$ cat src/rtl/dbu_pkg.sv
package dbu_pkg;
  localparam int PC_W = 32;
  localparam int INSN_BYTES = 4;

  typedef enum logic [1:0] {
    BK_NONE = 2'd0,
    BK_EQ   = 2'd1,
    BK_NE   = 2'd2,
    BK_NZ   = 2'd3
  } br_kind_e;

  typedef enum logic [1:0] {
    POL_HOLD = 2'd0,
    POL_SEQ  = 2'd1,
    POL_SLOT = 2'd2,
    POL_RSVD = 2'd3
  } pol_e;

  // Condition evaluation for the decoded branch kind.
  function automatic logic cond_met(input br_kind_e k,
                                    input logic [PC_W-1:0] a,
                                    input logic [PC_W-1:0] b);
    logic same;
    same = (a == b);
    case (k)
      BK_EQ:   return same;
      BK_NE:   return !same;
      BK_NZ:   return (a != '0);
      default: return 1'b0;
    endcase
  endfunction

  // Sequential successor of an address.
  function automatic logic [PC_W-1:0] seq_next(input logic [PC_W-1:0] pc);
    return pc + PC_W'(INSN_BYTES);
  endfunction

  // Taken target: successor of the branch plus offset, wrapping.
  function automatic logic [PC_W-1:0] taken_target(input logic [PC_W-1:0] pc,
                                                   input logic [PC_W-1:0] off);
    return seq_next(pc) + off;
  endfunction

  function automatic logic is_hold(input pol_e p);
    return (p == POL_HOLD) || (p == POL_RSVD);
  endfunction
endpackage

$ cat src/rtl/dbu_cond.sv
module dbu_cond
  import dbu_pkg::*;
#(
  parameter int W = PC_W
) (
  input  logic         valid,
  input  br_kind_e     kind,
  input  logic [W-1:0] op_a,
  input  logic [W-1:0] op_b,
  output logic         active,
  output logic         taken
);
  assign active = valid && (kind != BK_NONE);
  assign taken  = active && cond_met(kind, op_a, op_b);
endmodule

$ cat src/rtl/dbu_target.sv
module dbu_target
  import dbu_pkg::*;
#(
  parameter int W = PC_W
) (
  input  logic [W-1:0] br_pc,
  input  logic [W-1:0] offset,
  input  logic [W-1:0] cur_fetch,
  output logic [W-1:0] tgt,
  output logic [W-1:0] fall,
  output logic [W-1:0] seq
);
  assign tgt  = taken_target(br_pc, offset);
  assign fall = seq_next(br_pc);
  assign seq  = seq_next(cur_fetch);
endmodule

$ cat src/rtl/dbu_steer.sv
module dbu_steer
  import dbu_pkg::*;
#(
  parameter int W = PC_W
) (
  input  pol_e         pol,
  input  logic         active,
  input  logic         taken,
  input  logic [W-1:0] tgt,
  input  logic [W-1:0] fall,
  input  logic [W-1:0] seq,
  output logic [W-1:0] nxt,
  output logic         stall,
  output logic         squash
);
  always_comb begin
    stall  = 1'b0;
    squash = 1'b0;
    nxt    = seq;
    if (active) begin
      if (is_hold(pol)) begin
        stall = 1'b1;
        nxt   = taken ? tgt : fall;
      end else if (pol == POL_SEQ) begin
        squash = taken;
        if (taken) nxt = tgt;
      end else begin
        if (taken) nxt = tgt;
      end
    end
  end
endmodule

$ cat src/rtl/dbu_penalty.sv
module dbu_penalty #(
  parameter int W = 16
) (
  input  logic         clk,
  input  logic         rst_n,
  input  logic         bump,
  output logic [W-1:0] count
);
  localparam logic [W-1:0] TOP = {W{1'b1}};
  logic [W-1:0] cnt_q;

  always_ff @(posedge clk) begin
    if (!rst_n) cnt_q <= '0;
    else if (bump && (cnt_q != TOP)) cnt_q <= cnt_q + 1'b1;
  end

  assign count = cnt_q;
endmodule

$ cat src/rtl/dec_branch_unit.sv
module dec_branch_unit
  import dbu_pkg::*;
#(
  parameter int              XW       = PC_W,
  parameter int              CNT_W    = 16,
  parameter logic [XW-1:0]   RESET_PC = 32'h0000_1000
) (
  input  logic             clk,
  input  logic             rst_n,
  input  logic [1:0]       policy,
  input  logic             dec_valid,
  input  logic [1:0]       dec_kind,
  input  logic [XW-1:0]    dec_pc,
  input  logic [XW-1:0]    src_a,
  input  logic [XW-1:0]    src_b,
  input  logic [XW-1:0]    dec_offset,
  output logic [XW-1:0]    fetch_pc,
  output logic [XW-1:0]    next_pc,
  output logic             fetch_stall,
  output logic             fetch_squash,
  output logic [CNT_W-1:0] lost_cycles
);
  // Named internal events, brought out for the checker.
  logic          br_active;
  logic          br_taken;
  logic [XW-1:0] tgt_pc;
  logic [XW-1:0] fall_pc;
  logic [XW-1:0] seq_pc;
  logic [XW-1:0] pc_q;
  logic          lose_slot;

  dbu_cond #(.W(XW)) u_cond (
    .valid  (dec_valid),
    .kind   (br_kind_e'(dec_kind)),
    .op_a   (src_a),
    .op_b   (src_b),
    .active (br_active),
    .taken  (br_taken)
  );

  dbu_target #(.W(XW)) u_tgt (
    .br_pc     (dec_pc),
    .offset    (dec_offset),
    .cur_fetch (pc_q),
    .tgt       (tgt_pc),
    .fall      (fall_pc),
    .seq       (seq_pc)
  );

  dbu_steer #(.W(XW)) u_steer (
    .pol    (pol_e'(policy)),
    .active (br_active),
    .taken  (br_taken),
    .tgt    (tgt_pc),
    .fall   (fall_pc),
    .seq    (seq_pc),
    .nxt    (next_pc),
    .stall  (fetch_stall),
    .squash (fetch_squash)
  );

  always_ff @(posedge clk) begin
    if (!rst_n) pc_q <= RESET_PC;
    else        pc_q <= next_pc;
  end

  assign fetch_pc  = pc_q;
  assign lose_slot = fetch_stall | fetch_squash;

  dbu_penalty #(.W(CNT_W)) u_pen (
    .clk   (clk),
    .rst_n (rst_n),
    .bump  (lose_slot),
    .count (lost_cycles)
  );
endmodule

$ cat config.mk
export PLATFORM = sky130hd
export DESIGN_NAME = dec_branch_unit
export DESIGN_NICKNAME = d
export VERILOG_FILES = /design/src/rtl/dbu_pkg.sv /design/src/rtl/dbu_cond.sv /design/src/rtl/dbu_target.sv /design/src/rtl/dbu_steer.sv /design/src/rtl/dbu_penalty.sv /design/src/rtl/dec_branch_unit.sv
export SDC_FILE = /design/constraint.sdc
export NUM_CORES = 1
export LEC_CHECK = 0
export ABC_AREA = 1
export BUFFER_PORTS_ARGS = -buffer_cell sky130_fd_sc_hd__buf_4
export CORE_MARGIN = 2
export CORE_UTILIZATION = 50
export CTS_BUF_LIST = sky130_fd_sc_hd__clkbuf_16
export CTS_CLUSTER_SIZE = 25
export DETAILED_ROUTE_END_ITERATION = 8
export GPL_TIMING_DRIVEN = 1
export PLACE_DENSITY = 0.78
export SETUP_SLACK_MARGIN = 0.4
export SLEW_MARGIN = 20
export SYNTH_ARGS = -nofsm -noshare
export SYNTH_HDL_FRONTEND = slang
export SYNTH_SLANG_ARGS = --single-unit
$ cat constraint.sdc
create_clock -name clk -period 5 [get_ports clk]
set_input_delay 0.5 -clock clk [delete_from_list [all_inputs] [get_ports clk]]
set_output_delay 0.5 -clock clk [all_outputs]
set_load 0.01 [all_outputs]
==> Flow_metrics.wiki <==
{| class="wikitable"
! Metric !! Value
|-
| # Max-Cap Violations || 0
|-
| Nets in the synthesized netlist || ~1500
|-
| Core outline area || between 10000 and 15000 µm²
|-
| RSZ-0062 raised after global routing || true
|-
| Number of buffers added on ports || 216
|-
| Number of global-route vias before repair || roughly 8600
|-
| Number of violations reported at the end of detailed-routing iteration 0 || 806
|-
| Starting density of the core || 0.514
|-
| Number of library cell types mapped by synthesis || 42
|-
| Cell Rows || 43
|-
| Switch share || 0.431
|-
| Mapped Cells || between 1000 and 1500
|-
| Leakage || 4.76 nW
|-
| Placer congestion estimate || 1.09
|-
| Final period utilization || 0.889
|-
| Clock insertion delay at the later pin of the skew report || 0.30 ns
|-
| Synthesized area per cell || ~5.5 µm²
|-
| Synthesized flop and latch total || 48
|-
| Most common cell after layout, fill and taps aside || nand2_1
|-
| Sw Pwr || 712 µW
|-
| Detailed Place HPWL || approximately 24000 µm
|-
| Post-synthesis xor/xnor area fraction || 0.105
|-
| Remaining antenna violation count || 0
|-
| Power consumption || between 1.5 and 2 mW
|-
| Sink count of the clock tree || 48
|-
| Drt wl/cell || 17.1 µm
|-
| Category of the critical setup timing path || input port to output port
|-
| Synthesized area || between 7000 and 8000 µm²
|-
| Clock network fraction of total power || 0.207
|-
| First-pass GRT wire length || 44000 µm
|-
| Synthesis-to-layout area growth || 27.6%
|-
| Post-CTS clock slew at the launch and capture registers of the worst setup and hold paths || around 0.070 ns
|-
| Maximum clock frequency || 225 MHz
|-
| First drt pass iteration count || 5
|-
| Number of setup violations in the final report || 0
|-
| Share of cells above drive strength 1 || 0.184
|-
| Worst Reg-to-Reg Cells || 12
|-
| TritonCTS clock tree || done
|-
| Maximum number of pins on one net before global-route repair || 46
|-
| Hold crit path type || input port to flop
|-
| Number of primary I/O pins || 217
|-
| Maximum clock insertion buffer count || 2
|-
| Data required time at the worst endpoint || 4.50 ns
|-
| Setup tns final || 0 ns
|-
| Leading cell types in the layout, fill and taps excluded || 387 x nand2_1, 223 x buf_4, 194 x inv_1
|-
| Internal power || 942 µW
|-
| Worst EP arrival || 3.95 ns
|-
| Num CTS Buffers || 5
|-
| Number of instances on the worst hold path || 2
|-
| Die boundary width || 124 µm
|-
| Category of the worst setup path launch point || input port
|-
| R2R Setup Slk || about 2.7 ns
|-
| Most common cell type on the critical path || nand2_1
|-
| Sequential-to-total area share from yosys stat || 0.134
|-
| Depth of the CTS H-tree || 2
|-
| Synthesized-area fraction occupied by and/or/nand/nor cells || 0.486
|-
| Total inserted antenna cells || 0
|-
| Comb pwr share || 0.520
|-
| Headroom to the max-slew limit || 0.458
|-
| Number of design rule violations left after detail routing || 0
|-
| Pwr/cell area || 181 nW/µm²
|-
| Highest-delay cell along the critical path || ha_1
|-
| Final nets || 1682
|-
| Ratio of routed vias to standard cells || 5.53
|-
| Main flop type after synthesis || dfxtp_1
|-
| Compound-cell area share of the yosys netlist || 0.0756
|-
| Final critical-path required period || around 4.4 ns
|-
| Clock root buffer master || clkbuf_16
|-
| Final Max Slew Viols || 0
|-
| Number of vias in the routed layout || 9311
|-
| Kind of end point of the critical path || output port
|-
| Status || completed
|-
| R2r startpoint || fetch_pc[2]
|-
| GRT Resource Usage Total || 0.373
|-
| Ordered list of cells on the worst path || buf_4 > ha_1 > nand4_1 > nor2_2 > nand3_1 > xor2_1 > inv_1 > ha_1 > nand2_1 > o21ai_0 > o21bai_1 > inv_1 > nand2_1 > xor2_1 > nand2_1 > nand3_1 > nand2_1 > inv_1 > buf_4
|-
| Worst Hold Path EP || fetch_pc[12]
|-
| Share of cell area taken by muxes after synthesis || 0
|-
| Number of warnings reported in the yosys synthesis log || 0
|-
| R2r endpoint || fetch_pc[18]
|-
| Worst Max-Slew Pin Slew || 0.812 ns
|-
| Max Clock Skew || 0.00573 ns
|-
| Peak ir drop on the vdd network || roughly 0.17 mV
|-
| Share of synthesized flip-flops with an asynchronous set or reset || 0
|-
| Total die area || 15300 µm²
|-
| Total wirelength of the detailed-routed design || 28800 µm
|-
| Delay of the slowest critical-path stage || 0.42 ns
|-
| Final hold violation count || 0
|-
| Vert. Die Dim || 124 µm
|-
| Final Util || 0.656
|-
| Highest fanout seen on the critical path || 5
|-
| Worst hold path startpoint || rst_n
|-
| Sequential cell fraction of total power || 0.273
|-
| Number of antenna violations at the first check in global routing || 0
|-
| Main combinational cell family by area after synthesis || simple AND/OR/NAND/NOR gates
|-
| Adder and majority gate portion of the synthesized area || 0.0779
|-
| Total global routing overflow || 0
|-
| Number of flops mapped to enable cells by yosys || 0
|}
## how the worst max path moves through the flow
stage | slack, ns | end | startpoint | cells after the start
global placement | 0.44 | next_pc[15] | dec_pc[3] | 17
global route | 0.38 | next_pc[27] | dec_pc[8] | 22
floorplan | 1.61 | next_pc[22] | dec_pc[2] | 19
detailed placement | 0.47 | next_pc[15] | dec_pc[3] | 18
finish | 0.55 | next_pc[21] | dec_pc[3] | 19
CTS | 0.45 | next_pc[15] | dec_pc[3] | 18
## cell usage after synthesis, types with 2 or more instances
library cell    n  area share
a21oi_1        48       0.034
a31oi_1         5      0.0044
and2_1          2      0.0017
buf_2           6      0.0042
buf_6           4      0.0063
clkbuf_1        9      0.0047
dfxtp_1        48        0.13
ha_1           43       0.075
inv_1         194        0.10
inv_2           6      0.0031
nand2_1       389        0.20
nand2_2        10      0.0087
nand2_4         2      0.0031
nand3_1       139       0.097
nand3b_1        6      0.0063
nand4_1        29       0.025
nor2_1        150       0.079
nor2_2          4      0.0035
nor2_4          3      0.0047
nor3_1         38       0.027
nor4_1          9      0.0079
o211ai_1        3      0.0031
o21ai_0        30       0.021
o21ai_1         3      0.0021
o21bai_1        8      0.0084
or2_2           4      0.0035
xnor2_1        41       0.050
xor2_1         45       0.055
## per-layer routing
| layer | track usage | wire length, µm | vias to the layer above |
|---|---|---|---|
| met3 | 0.0646 | 2670 | 113 |
| li1 | - | - | 4539 |
| met2 | 0.626 | 12900 | 516 |
| met1 | 0.444 | 11200 | 4143 |
| met5 | 0 | 0 | - |
| met4 | 0.226 | 2040 | 0 |
## kinds of logic after synthesis
family | count (synthesis)
simple gates | 794
buf+inv | 220
compound gates | 100
xor+xnor | 86
flops | 48
fa+ha+maj | 44
## metrics by stage
stage / cell area (µm²) / worst slack (ns) / hold WS [ns] / std cells
2_1_floorplan: 7160 / 1.61 / 0.495 / 1292
3_3_place_gp: 8950 / 0.443 / 0.473 / 1675
3_5_place_dp: 8950 / 0.468 / 0.484 / 1675
4_1_cts: 9090 / 0.450 / 0.413 / 1683
5_1_grt: 9140 / 0.380 / 0.425 / 1684
6_report: 9140 / 0.553 / 0.415 / 1684
## area by class of cell
type | count | area (µm²)
multi-input cells | 1024 | 5380
fillers | 1376 | 4790
repair buffers | 223 | 1670
flip-flops and latches | 48 | 961
inverters | 201 | 757
well taps | 180 | 225
clock buffers | 5 | 125
clock inverters | 3 | 17.5
## registers in the layout (all words and copies together), names as in the netlist
signal       flops
fetch_pc        32
u_pen.count     16
## repair_timing
action,4_1_cts,5_1_grt
hold buffers,0,0
gates resized for setup,0,12
setup buffers,0,1
setup endpoints to repair,0,13
## power groups by stage
stage	combinational (mW)	clock [mW]	sequential, mW
after floorplan	0.473	0	0.458
after global placement	0.835	0	0.458
after detailed placement	0.839	0	0.458
after CTS	0.843	0.346	0.449
after global routing	0.945	0.361	0.454
final	0.861	0.342	0.451
## critical path: cells and delay by family
kind | cells | cell delay [ns]
AOI/OAI and AO/OA | 2 | 0.42
xor gates and xnor gates | 2 | 0.76
adders and majority gates | 2 | 0.62
buffers and inverters | 5 | 0.42
and+or+nand+nor | 8 | 1.22
Power figures use the tool's default switching activity.
